[src/rtl/atan2_front.sv]
module atan2_front #(
  parameter int EXP_W = 8,
  parameter int MAN_W = 23,
  parameter logic [31:0] K_PI_4  = 32'h3F490FDB,
  parameter logic [31:0] K_PI_2  = 32'h3FC90FDB,
  parameter logic [31:0] K_3PI_4 = 32'h4016CBE4,
  parameter logic [31:0] K_PI    = 32'h40490FDB
) (
  input  logic        clk,
  input  logic        rst_n,
  input  logic        in_valid,
  output logic        in_ready,
  input  logic [31:0] in_y,
  input  logic [31:0] in_x,
  output logic        out_valid,
  input  logic        out_ready,
  output logic        out_bypass,
  output logic [31:0] out_result,
  output logic        out_swap,
  output logic [31:0] out_num,
  output logic [31:0] out_den,
  output logic [1:0]  out_ofs_sel,
  output logic        out_ofs_neg,
  output logic        out_core_neg
);
  localparam int W  = 1 + EXP_W + MAN_W;
  localparam int MW = W - 1;

  logic sy, sx;
  logic y_emax, x_emax, y_mnz, x_mnz;
  logic y_nan, x_nan, y_inf, x_inf, y_zero, x_zero;
  logic y_bigger;

  assign sy       = in_y[W-1];
  assign sx       = in_x[W-1];
  assign y_emax   = &in_y[W-2:MAN_W];
  assign x_emax   = &in_x[W-2:MAN_W];
  assign y_mnz    = |in_y[MAN_W-1:0];
  assign x_mnz    = |in_x[MAN_W-1:0];
  assign y_nan    = y_emax & y_mnz;
  assign x_nan    = x_emax & x_mnz;
  assign y_inf    = y_emax & ~y_mnz;
  assign x_inf    = x_emax & ~x_mnz;
  assign y_zero   = ~|in_y[W-2:0];
  assign x_zero   = ~|in_x[W-2:0];
  assign y_bigger = in_y[MW-1:0] > in_x[MW-1:0];

  logic        n_byp, n_swap, n_ofsn, n_coren;
  logic [W-1:0] n_res, n_num, n_den;
  logic [1:0]  n_sel;

  always_comb begin
    n_byp   = 1'b1;
    n_res   = '0;
    n_swap  = 1'b0;
    n_num   = '0;
    n_den   = '0;
    n_sel   = 2'd0;
    n_ofsn  = 1'b0;
    n_coren = 1'b0;
    if (x_nan)                 n_res = in_x;
    else if (y_nan)            n_res = in_y;
    else if (x_inf && !sx)     n_res = y_inf ? {sy, K_PI_4[W-2:0]} : {sy, {(W-1){1'b0}}};
    else if (x_inf)            n_res = y_inf ? {sy, K_3PI_4[W-2:0]} : {sy, K_PI[W-2:0]};
    else if (y_inf)            n_res = {sy, K_PI_2[W-2:0]};
    else if (x_zero && !y_zero) n_res = {sy, K_PI_2[W-2:0]};
    else if (y_zero)           n_res = sx ? {sy, K_PI[W-2:0]} : {sy, {(W-1){1'b0}}};
    else begin
      n_byp   = 1'b0;
      n_swap  = y_bigger;
      n_num   = y_bigger ? in_x : in_y;
      n_den   = y_bigger ? in_y : in_x;
      n_sel   = y_bigger ? 2'd1 : (sx ? 2'd2 : 2'd0);
      n_ofsn  = sy;
      n_coren = sy ^ y_bigger ^ sx;
    end
  end

  assign in_ready = !out_valid || out_ready;

  always_ff @(posedge clk or negedge rst_n) begin
    if (!rst_n) begin
      out_valid    <= 1'b0;
      out_bypass   <= 1'b0;
      out_result   <= '0;
      out_swap     <= 1'b0;
      out_num      <= '0;
      out_den      <= '0;
      out_ofs_sel  <= 2'd0;
      out_ofs_neg  <= 1'b0;
      out_core_neg <= 1'b0;
    end else if (in_ready) begin
      out_valid <= in_valid;
      if (in_valid) begin
        out_bypass   <= n_byp;
        out_result   <= n_res;
        out_swap     <= n_swap;
        out_num      <= n_num;
        out_den      <= n_den;
        out_ofs_sel  <= n_sel;
        out_ofs_neg  <= n_ofsn;
        out_core_neg <= n_coren;
      end
    end
  end
endmodule

[config.mk]
export PLATFORM = sky130hd
export DESIGN_NAME = atan2_front
export DESIGN_NICKNAME = d
export VERILOG_FILES = /design/src/rtl/atan2_front.sv
export SDC_FILE = /design/constraint.sdc
export NUM_CORES = 1
export LEC_CHECK = 0
export ABC_AREA = 1
export BUFFER_PORTS_ARGS = -buffer_cell sky130_fd_sc_hd__clkbuf_2
export CORE_UTILIZATION = 53
export DETAILED_ROUTE_END_ITERATION = 8
export GPL_TIMING_DRIVEN = 0
export PLACE_DENSITY = 0.77
export SETUP_SLACK_MARGIN = 0.15
export SYNTH_ARGS = -nofsm -noshare
export SYNTH_HDL_FRONTEND = slang
export SYNTH_SLANG_ARGS = --single-unit
[constraint.sdc]
create_clock -name clk -period 1.9 [get_ports clk]
set_input_delay 0.095 -clock clk [delete_from_list [all_inputs] [get_ports clk]]
set_output_delay 0.095 -clock clk [all_outputs]
set_load 0.01 [all_outputs]
==> impl_metrics.env <==
export IMPL_avgSynthCellArea_um2=7.33
export IMPL_fill_cells=992
export IMPL_diodes=0
export IMPL_tightest_slew_ns=0.677
export IMPL_synth_compound_area_share_pct=16.3
export IMPL_cts_sinks=102
export IMPL_drive_gt1_share_pct=27.9
export IMPL_crit_start="in_y[27]"
export IMPL_drc_errors=0
export IMPL_synth_edf_count=0
export IMPL_r2r_cells=7
export IMPL_powerDensity_mw_per_mm2=811
export IMPL_reg2reg_slack_ns=0.24
export IMPL_skew_ns=0.00400
export IMPL_synth_top_area_share_pct=41.0
export IMPL_synthesis_nets=949
export IMPL_ys_seq_elements=102
export IMPL_cts_buffers=9
export IMPL_setup_viol=0
export IMPL_io_buffer_count=171
export IMPL_synth_common_cells="249 x nand2_1, 102 x dfrtp_1, 96 x inv_1, 86 x o21ai_1, 74 x nor2_1"
export IMPL_maxCapViolCount=0
export IMPL_clockRootBuffer="clkbuf_16"
export IMPL_period_needed_ns=1.74
export IMPL_finalHoldViolCount=0
export IMPL_dpl_hpwl_um=14200
export IMPL_clk_insertion_delay_late_ns=0.35
export IMPL_finalMaxSlewViolations=0
export IMPL_synth_area_top_cells="dfrtp_1 41%, nand2_1 15%, o21ai_1 6.9%"
export IMPL_cp_endpoint="out_den[26]"
export IMPL_slew_headroom_pct=54.9
export IMPL_pin_count=172
export IMPL_ys_warn_count=0
export IMPL_cts_max_path_buffers=2
export IMPL_ys_flop_type="dfrtp_1"
export IMPL_fp_dieW_um=110
export IMPL_grt_max_degree=57
export IMPL_yosys_area_share_simple_pct=26.7
export IMPL_synth_cell_types=30
export IMPL_grt_pass1_vias=6006
export IMPL_synthXorXnorAreaFrac_pct=0
export IMPL_cts_tree="done"
export IMPL_dp_cells=1165
export IMPL_layoutNonFillerInstCount=1189
export IMPL_vias_per_cell=5.47
export IMPL_wire_per_inst_um=16.3
export IMPL_multi_input_area_mm2=0.00325
export IMPL_gr_total_overflow=0
export IMPL_syn_area_mm2=0.00623
export IMPL_power_leakage_nw=4.35
export IMPL_status="finished, final reports clean"
export IMPL_endpoint_kind="register"
export IMPL_die_h_um=110
export IMPL_clkTransAtPathRegs_ns=0.07
export IMPL_seqCellArea_mm2=0.00255
export IMPL_die_area_mm2=0.0122
export IMPL_synth_top_family_by_area="simple AND/OR/NAND/NOR gates"
export IMPL_muxShareOfSynthArea_pct=0
export IMPL_rsz0062_at_grt="yes"
export IMPL_min_period_over_period_pct=91.6
export IMPL_area_delta_synth_final_pct=27.9
export IMPL_nNetsFinal=1140
export IMPL_synthArstFlopShare_pct=100
export IMPL_routed_via_count=6506
export IMPL_htreeDepth=3
export IMPL_critPathRequiredTime_ns=2.14
export IMPL_yosysMostFrequentCell="nand2_1"
export IMPL_coreArea_mm2=0.0114
export IMPL_path_max_fanout=10
export IMPL_syn_inst=850
export IMPL_globalplace_congestion=0.937
export IMPL_max_freq_mhz=575
export IMPL_ant_nets=0
export IMPL_reg2reg_to="out_result[11]"
export IMPL_start_util_pct=54.5
export IMPL_fp_row_count=39
export IMPL_yosysSeqAreaShare_pct=41.0
export IMPL_grt_pass1_wl_um=30200
export IMPL_antenna_found_initial=0
export IMPL_r2r_start="out_valid"
export IMPL_synthAdderAreaFrac_pct=6.23
export IMPL_final_util_pct=69.7
export IMPL_hold_path_class="in -> reg"
export IMPL_first_iter_violations=594
export IMPL_cp_start_kind="primary input"
export IMPL_routed_wl_um=19400
export IMPL_peakVddDrop_mv=0.439
export IMPL_grt_total_usage_pct=31.2
export IMPL_arrival_ns=1.98
export IMPL_criticalPathCategory="in -> reg"
export IMPL_drtPass1Iterations=5
export IMPL_yosysTopAreaCell="dfrtp_1"
==> power by group <==
group	switching [mW]	internal, mW
clock network	0.807	1.09
registers	0.185	2.48
logic	1.15	0.744
==> state kept, by name, indices dropped and copies added, names as in the netlist <==
register / count
out_ofs_neg: 1
out_bypass: 1
out_valid: 1
out_den: 32
out_ofs_sel: 1
out_swap: 1
out_core_neg: 1
out_result: 32
out_num: 32
==> logic make-up (layout without fill, tap and decap cells) <==
group	count (synthesis)	in the layout
compound gates	183	183
buf+inv	136	332
fa+ha+maj	31	31
simple gates	398	398
flops	102	102
==> routing by layer <==
layer | global-route usage, % | up-vias | part of all wire [%]
met5 | 0 | - | 0
met4 | 13.5 | 0 | 3.2
met3 | 4.94 | 56 | 8.2
met2 | 47.9 | 296 | 45
met1 | 43.8 | 3007 | 44
li1 | - | 3147 | -
==> per-stage QoR <==
stage	hold slack [ns]	cell area [um^2]	total power [mW]	setup WS [ns]	TNS (ns)
5_1_grt	0.0449	7960	6.78	0.0639	0
6_report	0.0289	7960	6.46	0.160	0
2_1_floorplan	-0.201	6230	3.66	0.226	0
4_1_cts	0.0313	7770	6.36	0.151	0
3_5_place_dp	0.199	7290	4.42	-0.351	-16.79
3_3_place_gp	0.387	7260	4.38	-0.634	-77.77
==> area by class of cell <==
| type | instances | share of cell area, % |
|---|---|---|
| timing repair buffer | 180 | 12.5 |
| clock buffer | 13 | 3.27 |
| clock inverter | 3 | 0.534 |
| inverter | 100 | 4.84 |
| sequential | 102 | 32.1 |
| multi-input combinational | 612 | 40.9 |
| buffer | 36 | 3.68 |
| tap | 143 | 2.25 |
==> worst min-delay path by stage <==
| stage | start | end | slack (ns) | depth (start not counted) |
|---|---|---|---|---|
| CTS | in_x[12] | out_result[12] | 0.03 | 3 |
| global placement | out_ready | out_valid | 0.39 | 4 |
| floorplan | rst_n | out_bypass | -0.20 | 0 |
| finish | in_x[12] | out_result[12] | 0.03 | 3 |
| detailed placement | rst_n | out_core_neg | 0.20 | 1 |
| global route | in_x[30] | out_num[30] | 0.04 | 3 |
==> worst max-delay path, stage by stage <==
cell and delay (ns):
buf_2 0.16, ha_4 0.29, nand2_4 0.04, nor2_4 0.09, nand4_1 0.22, nor3_4 0.22
nand3_2 0.14, nand2_4 0.15, buf_12 0.16, buf_8 0.15, nand2_1 0.08, o21ai_1 0.10
o21ai_1 0.08
==> cells in the final DEF (no fill, tap or decap), types with 2 or more instances in the layout <==
cell type / n
a21oi_1: 23
a31oi_1: 4
buf_2: 6
buf_4: 9
buf_6: 12
buf_8: 3
clkbuf_1: 12
clkbuf_16: 10
clkbuf_2: 167
clkbuf_4: 2
clkbuf_8: 5
dfrtp_1: 102
ha_1: 26
ha_4: 5
inv_1: 88
inv_2: 9
inv_4: 2
nand2_1: 245
nand2_2: 3
nand2_4: 5
nand3_1: 42
nand3_2: 4
nand4_1: 14
nor2_1: 71
nor2_2: 2
nor2_4: 2
nor3_1: 7
o211ai_1: 3
o21ai_0: 37
o21ai_1: 72
o21ai_2: 36
o22ai_1: 6
==> repair_timing <==
item | 4_1_cts | 5_1_grt
hold buffers | 1 | 0
endpoints found under the hold margin | 46 | 0
resized for setup | 33 | 49
setup endpoints to repair | 100 | 92
pin swaps | 8 | 12
setup buffers | 5 | 1
cloned | 0 | 1
(Power assumes the default switching activity.)
